## src/rtl/chop_pkg.sv

```systemverilog
`timescale 1ns/1ps
package chop_pkg;
  typedef enum logic [2:0] {
    ST_IDLE  = 3'd0,
    ST_DEAD  = 3'd1,
    ST_BLANK = 3'd2,
    ST_ON    = 3'd3,
    ST_DECAY = 3'd4
  } chop_st_e;

  localparam logic [1:0] DM_SLOW = 2'd0;
  localparam logic [1:0] DM_FAST = 2'd1;
endpackage

```

## src/rtl/chop_sync.sv

```systemverilog
`timescale 1ns/1ps
module chop_sync #(
  parameter int STAGES = 2
) (
  input  logic clk,
  input  logic rst,
  input  logic d,
  output logic q
);
  logic [STAGES-1:0] sh;

  always_ff @(posedge clk) begin
    if (rst) sh <= '0;
    else     sh <= {sh[STAGES-2:0], d};
  end

  assign q = sh[STAGES-1];
endmodule

```

## src/rtl/chop_timer.sv

```systemverilog
`timescale 1ns/1ps
module chop_timer #(
  parameter int CW = 8
) (
  input  logic          clk,
  input  logic          rst,
  input  logic          load,
  input  logic [CW-1:0] load_val,
  output logic [CW-1:0] rem,
  output logic          last
);
  always_ff @(posedge clk) begin
    if (rst)                rem <= '0;
    else if (load)          rem <= load_val;
    else if (rem > CW'(1))  rem <= rem - CW'(1);
  end

  assign last = (rem < CW'(2));
endmodule

```

## src/rtl/chop_gates.sv

```systemverilog
`timescale 1ns/1ps
module chop_gates
  import chop_pkg::*;
(
  input  chop_st_e   st,
  input  logic       dir,
  input  logic       fast_ph,
  output logic [3:0] g
);
  logic [3:0] drive_pair, reverse_pair, slow_pat;

  always_comb begin
    drive_pair   = dir ? 4'b1001 : 4'b0110;
    reverse_pair = dir ? 4'b0110 : 4'b1001;
    slow_pat     = dir ? 4'b0001 : 4'b0100;
    unique case (st)
      ST_BLANK, ST_ON: g = drive_pair;
      ST_DECAY:        g = fast_ph ? reverse_pair : slow_pat;
      default:         g = 4'b0000;
    endcase
  end
endmodule

```

## src/rtl/chopper_ctrl.sv

```systemverilog
`timescale 1ns/1ps
module chopper_ctrl
  import chop_pkg::*;
#(
  parameter int CW          = 8,
  parameter int SYNC_STAGES = 2
) (
  input  logic          clk,
  input  logic          rst,
  input  logic          trip_in,
  input  logic          dir_in,
  input  logic [2:0]    level_in,
  input  logic [1:0]    decay_sel,
  input  logic [CW-1:0] fast_len_in,
  input  logic [CW-1:0] off_len_in,
  input  logic [CW-1:0] blank_len_in,
  input  logic [CW-1:0] dead_len_in,
  input  logic          therm_fault,
  output logic          hs_a,
  output logic          ls_a,
  output logic          hs_b,
  output logic          ls_b
);
  function automatic logic [CW-1:0] at_least_one(input logic [CW-1:0] v);
    return (v == '0) ? CW'(1) : v;
  endfunction

  function automatic logic [CW-1:0] fast_portion(input logic [1:0] mode,
                                                 input logic [CW-1:0] f,
                                                 input logic [CW-1:0] o_eff);
    if (mode == DM_SLOW)      return '0;
    else if (mode == DM_FAST) return o_eff;
    else                      return (f > o_eff) ? o_eff : f;
  endfunction

  // registered configuration
  logic [1:0]    cfg_mode;
  logic [CW-1:0] cfg_fast, cfg_off, cfg_blank, cfg_dead;

  always_ff @(posedge clk) begin
    if (rst) begin
      cfg_mode  <= DM_SLOW;
      cfg_fast  <= '0;
      cfg_off   <= '0;
      cfg_blank <= '0;
      cfg_dead  <= '0;
    end else begin
      cfg_mode  <= decay_sel;
      cfg_fast  <= fast_len_in;
      cfg_off   <= off_len_in;
      cfg_blank <= blank_len_in;
      cfg_dead  <= dead_len_in;
    end
  end

  // named internal events
  logic          trip_s;
  logic          run_ok;
  logic          dir_flip;
  logic          dir_q;
  chop_st_e      st, st_n;
  logic          t_load;
  logic [CW-1:0] t_val, t_rem;
  logic          t_last;
  logic [CW-1:0] off_eff, elapsed;
  logic          fast_ph;
  logic [3:0]    gates;

  chop_sync #(.STAGES(SYNC_STAGES)) u_sync (
    .clk(clk), .rst(rst), .d(trip_in), .q(trip_s)
  );

  chop_timer #(.CW(CW)) u_timer (
    .clk(clk), .rst(rst), .load(t_load), .load_val(t_val),
    .rem(t_rem), .last(t_last)
  );

  assign run_ok   = (level_in != 3'b000) && !therm_fault;
  assign dir_flip = (dir_in != dir_q);

  always_comb begin
    st_n   = st;
    t_load = 1'b0;
    t_val  = '0;
    if (!run_ok) begin
      st_n = ST_IDLE;
    end else if (st == ST_IDLE) begin
      st_n   = ST_BLANK;
      t_load = 1'b1;
      t_val  = at_least_one(cfg_blank);
    end else if (dir_flip) begin
      st_n   = ST_DEAD;
      t_load = 1'b1;
      t_val  = at_least_one(cfg_dead);
    end else begin
      unique case (st)
        ST_DEAD: if (t_last) begin
          st_n   = ST_BLANK;
          t_load = 1'b1;
          t_val  = at_least_one(cfg_blank);
        end
        ST_BLANK: if (t_last) st_n = ST_ON;
        ST_ON: if (trip_s) begin
          st_n   = ST_DECAY;
          t_load = 1'b1;
          t_val  = at_least_one(cfg_off);
        end
        ST_DECAY: if (t_last) begin
          st_n   = ST_BLANK;
          t_load = 1'b1;
          t_val  = at_least_one(cfg_blank);
        end
        default: st_n = ST_IDLE;
      endcase
    end
  end

  always_ff @(posedge clk) begin
    if (rst) begin
      st    <= ST_IDLE;
      dir_q <= 1'b0;
    end else begin
      st <= st_n;
      if (st == ST_IDLE || dir_flip) dir_q <= dir_in;
    end
  end

  assign off_eff = at_least_one(cfg_off);
  assign elapsed = off_eff - t_rem;
  assign fast_ph = (st == ST_DECAY) &&
                   (elapsed < fast_portion(cfg_mode, cfg_fast, off_eff));

  chop_gates u_gates (.st(st), .dir(dir_q), .fast_ph(fast_ph), .g(gates));

  assign {hs_a, ls_a, hs_b, ls_b} = gates;
endmodule

```

## config.mk

```make
export PLATFORM = sky130hd
export DESIGN_NAME = chopper_ctrl
export DESIGN_NICKNAME = d
export VERILOG_FILES = /design/src/rtl/chop_pkg.sv /design/src/rtl/chop_sync.sv /design/src/rtl/chop_timer.sv /design/src/rtl/chop_gates.sv /design/src/rtl/chopper_ctrl.sv
export SDC_FILE = /design/constraint.sdc
export NUM_CORES = 1
export LEC_CHECK = 0
export ABC_AREA = 1
export BUFFER_PORTS_ARGS = -buffer_cell sky130_fd_sc_hd__buf_2
export CAP_MARGIN = 10
export CORE_MARGIN = 2
export CORE_UTILIZATION = 55
export CTS_CLUSTER_SIZE = 20
export DETAILED_ROUTE_END_ITERATION = 7
export PLACE_DENSITY_LB_ADDON = 0.15
export SLEW_MARGIN = 20
export SYNTH_ARGS = -nofsm -noshare
export SYNTH_HDL_FRONTEND = slang
export SYNTH_SLANG_ARGS = --single-unit
```

## constraint.sdc

```tcl
create_clock -name clk -period 4.1 [get_ports clk]
set_input_delay 0.205 -clock clk [delete_from_list [all_inputs] [get_ports clk]]
set_output_delay 0.205 -clock clk [all_outputs]
set_load 0.03 [all_outputs]
```

==> run_results.csv <==
group,metric,value,unit
status,status,"finished clean",
placed_design,io_buffers,45,
clock_network,hold_buffers,0,
sta,slew_viol_final,0,
yosys,syn_area_per_cell,7.25,µm²
sta,rsz0062_at_grt,"no",
power,powerDensity,473,nW/µm²
die,die_h,76.4,µm
setup_path,endpoint_kind,"output port",
yosys,ys.flop_type,"dfxtp_1",
clock_network,clockRootBuffer,"clkbuf_8",
drt,ant_nets,0,
cells_and_area,num-fill-cells,489,
setup_path,critPathArrivalTime,3.57,ns
yosys,syn_area,2880,µm²
yosys,synth_edf_count,0,
sta,worst_slew_pin_slew,0.796,ns
power,leakagePower,1.67,nW
job,maxCapViolCount,0,
sta,slew_headroom,0.469,
yosys,syn_nets,465,
setup_path,critPathMaxFanout,4,
sta,holdWs,0.0846,ns
placed_design,place_ws,0.537,ns
clock_network,cts_tree,"done",
global_routing,grt_usage,0.229,
yosys,seq_area_frac_synth,0.333,
die,dieArea,5840,µm²
yosys,synth_seq_cells,48,
sta,period_share,0.921,
cells_and_area,n_antenna_cell,0,
placed_design,placed_cells,503,
clock_network,cts.clk_slew.worst_paths,0.10,ns
yosys,synthArstFlopShare,0,
cells_and_area,syn_to_final_growth,14.0,%
die,num_io_pins,46,
sta,layout_min_cycle_time,3.78,ns
drt,vias,2600,
power,irDropWorstVdd,239,µV
sta,setup_slack,0.325,ns
global_routing,antenna_found_initial,0,
setup_path,cp.required,3.89,ns
clock_network,cts_setup_buffers,0,
drt,wirelength,6520,µm
cells_and_area,fin_nets,507,
clock_network,cts.sinks,48,
worst_hold_path,worst_hold_path_type,"primary input to register",
sta,fin_worst_skew,0.0134,ns
drt,drtIter0Drc,147,
cells_and_area,drive_gt1_frac,0.188,
global_routing,grt_pass1_vias,2491,
clock_network,cts_made_buffers,5,
clock_network,cts_buffer_depth,2,
clock_network,clock_latency,0.31,ns
global_routing,grt_pass1_wl,10900,µm
drt,drt_first_pass_iters,4,
sta,setup-tns-final,0,ns
yosys,yosysWarningCount,0,
clock_network,ctsResizeCount,0,
global_routing,grt_max_degree,47,
die,start_util,0.568,
placed_design,gp_congestion,0.864,
cells_and_area,finalNonFillerCells,511,
drt,routedWlPerCell,12.8,µm
sta,max_freq,265,MHz
die,die_x,76.4,µm
setup_path,r2r_setup_slack,1.86,ns
drt,remaining_drc_errors,0,
clock_network,cts_max_level,2,
sta,finalHoldViolations,0,
drt,drt-vias-per-instance,5.09,
setup_path,crit_type,"register to output port",
placed_design,dp_hpwl,4950,µm
setup_path,startpoint_type,"register",
sta,setup_viol,0,
die,num_rows,26,
die,core,5070,µm²
yosys,synthCells,398,
yosys,ys_types,42,
global_routing,grt_overflow_total,0,
[per-stage QoR]
step | area [µm²] | util | power, W
after detailed placement | 3140 | 0.618 | 0.00112
after global placement | 3140 | 0.618 | 0.00111
after CTS | 3270 | 0.645 | 0.00154
final | 3290 | 0.648 | 0.00156
after global routing | 3290 | 0.648 | 0.00167
after floorplan | 2880 | - | 0.00100
[placed cells by master, fill, tap and decap left out, drive strengths merged, types with 6 or more instances in the layout]
cell type,instances
inv,86
nor2,59
nand2,55
dfxtp,48
buf,45
a21oi,26
ha,24
nand3,17
o21ai,17
o31ai,7
nor4,7
nor3,7
a221oi,6
[logic make-up after synthesis]
family | after synthesis | synth area share
adders and majority gates | 25 | 0.111
DFF | 48 | 0.333
AOI/OAI and AO/OA | 71 | 0.158
buffers and inverters | 95 | 0.132
xor gates and xnor gates | 8 | 0.0243
and+or+nand+nor | 151 | 0.241
[sequential cells by signal, indices dropped and copies added, names as in the netlist]
register	count
cfg_dead	8
u_sync.sh	2
cfg_off	8
cfg_fast	8
dir_q	1
cfg_blank	8
cfg_mode	2
u_timer.rem	8
st	3
[cells in the mapped netlist (7+ instances only)]
cell | count | share of area
inv_1 | 77 | 0.10
a21oi_1 | 25 | 0.043
nor2_1 | 54 | 0.070
clkbuf_1 | 8 | 0.010
dfxtp_1 | 48 | 0.33
inv_2 | 7 | 0.0091
o21ai_0 | 14 | 0.024
ha_1 | 24 | 0.10
nor4_1 | 7 | 0.015
nand3_1 | 16 | 0.028
o31ai_1 | 7 | 0.018
nand2_1 | 48 | 0.062
[layer usage]
metal  GRT usage  up-vias  wire length, µm
li1            -     1373                -
met1       0.291     1141             2990
met2       0.377       75             3020
met3      0.0486       11              377
met4       0.100        0              137
met5           0        -                0
[final timing paths]
| path | start | to | cells after the start |
|---|---|---|---|
| setup reg to reg | u_timer.rem[0] | u_timer.rem[6] | 6 |
| hold reg to reg | u_sync.sh[0] | u_sync.sh[1] | 2 |
| hold / removal | dead_len_in[7] | cfg_dead[7] | 3 |
| setup / recovery | cfg_off[6] | ls_b | 22 |
[cell type report]
class,instances,area [µm²],share of cell area
timing repair buffer,45,225,0.0685
clock inverter,3,68.8,0.0209
clock buffer,5,68.8,0.0209
inverter,85,322,0.0978
tap,70,87.6,0.0266
multi-input combinational,255,1550,0.473
sequential,48,962,0.293
[power by group]
part	switching [W]	leakage [nW]	total [W]	internal (W)
registers	0.0000399	0.399	0.000549	0.000509
logic	0.000353	1.21	0.000589	0.000236
clock network	0.000172	0.0687	0.000418	0.000246
total	0.000565	1.67	0.00156	0.000991
[critical path, cell delays in order, from the launching register on]
cell and delay [ns]:
dfxtp_1 0.34, inv_1 0.11, nand4_1 0.12, nor2_1 0.05, nor2_2 0.16, ha_1 0.17
inv_1 0.06, fa_1 0.39, nand3_1 0.14, nand2_1 0.07, nand2_1 0.07, nand2_1 0.05
a21oi_1 0.15, xnor2_1 0.14, ha_1 0.29, a21oi_1 0.15, o21ai_0 0.10, a41oi_2 0.22
nand2_1 0.10, nand2_1 0.06, nand3_1 0.06, nand2_1 0.05, buf_2 0.19
Power figures use the tool's default switching activity.
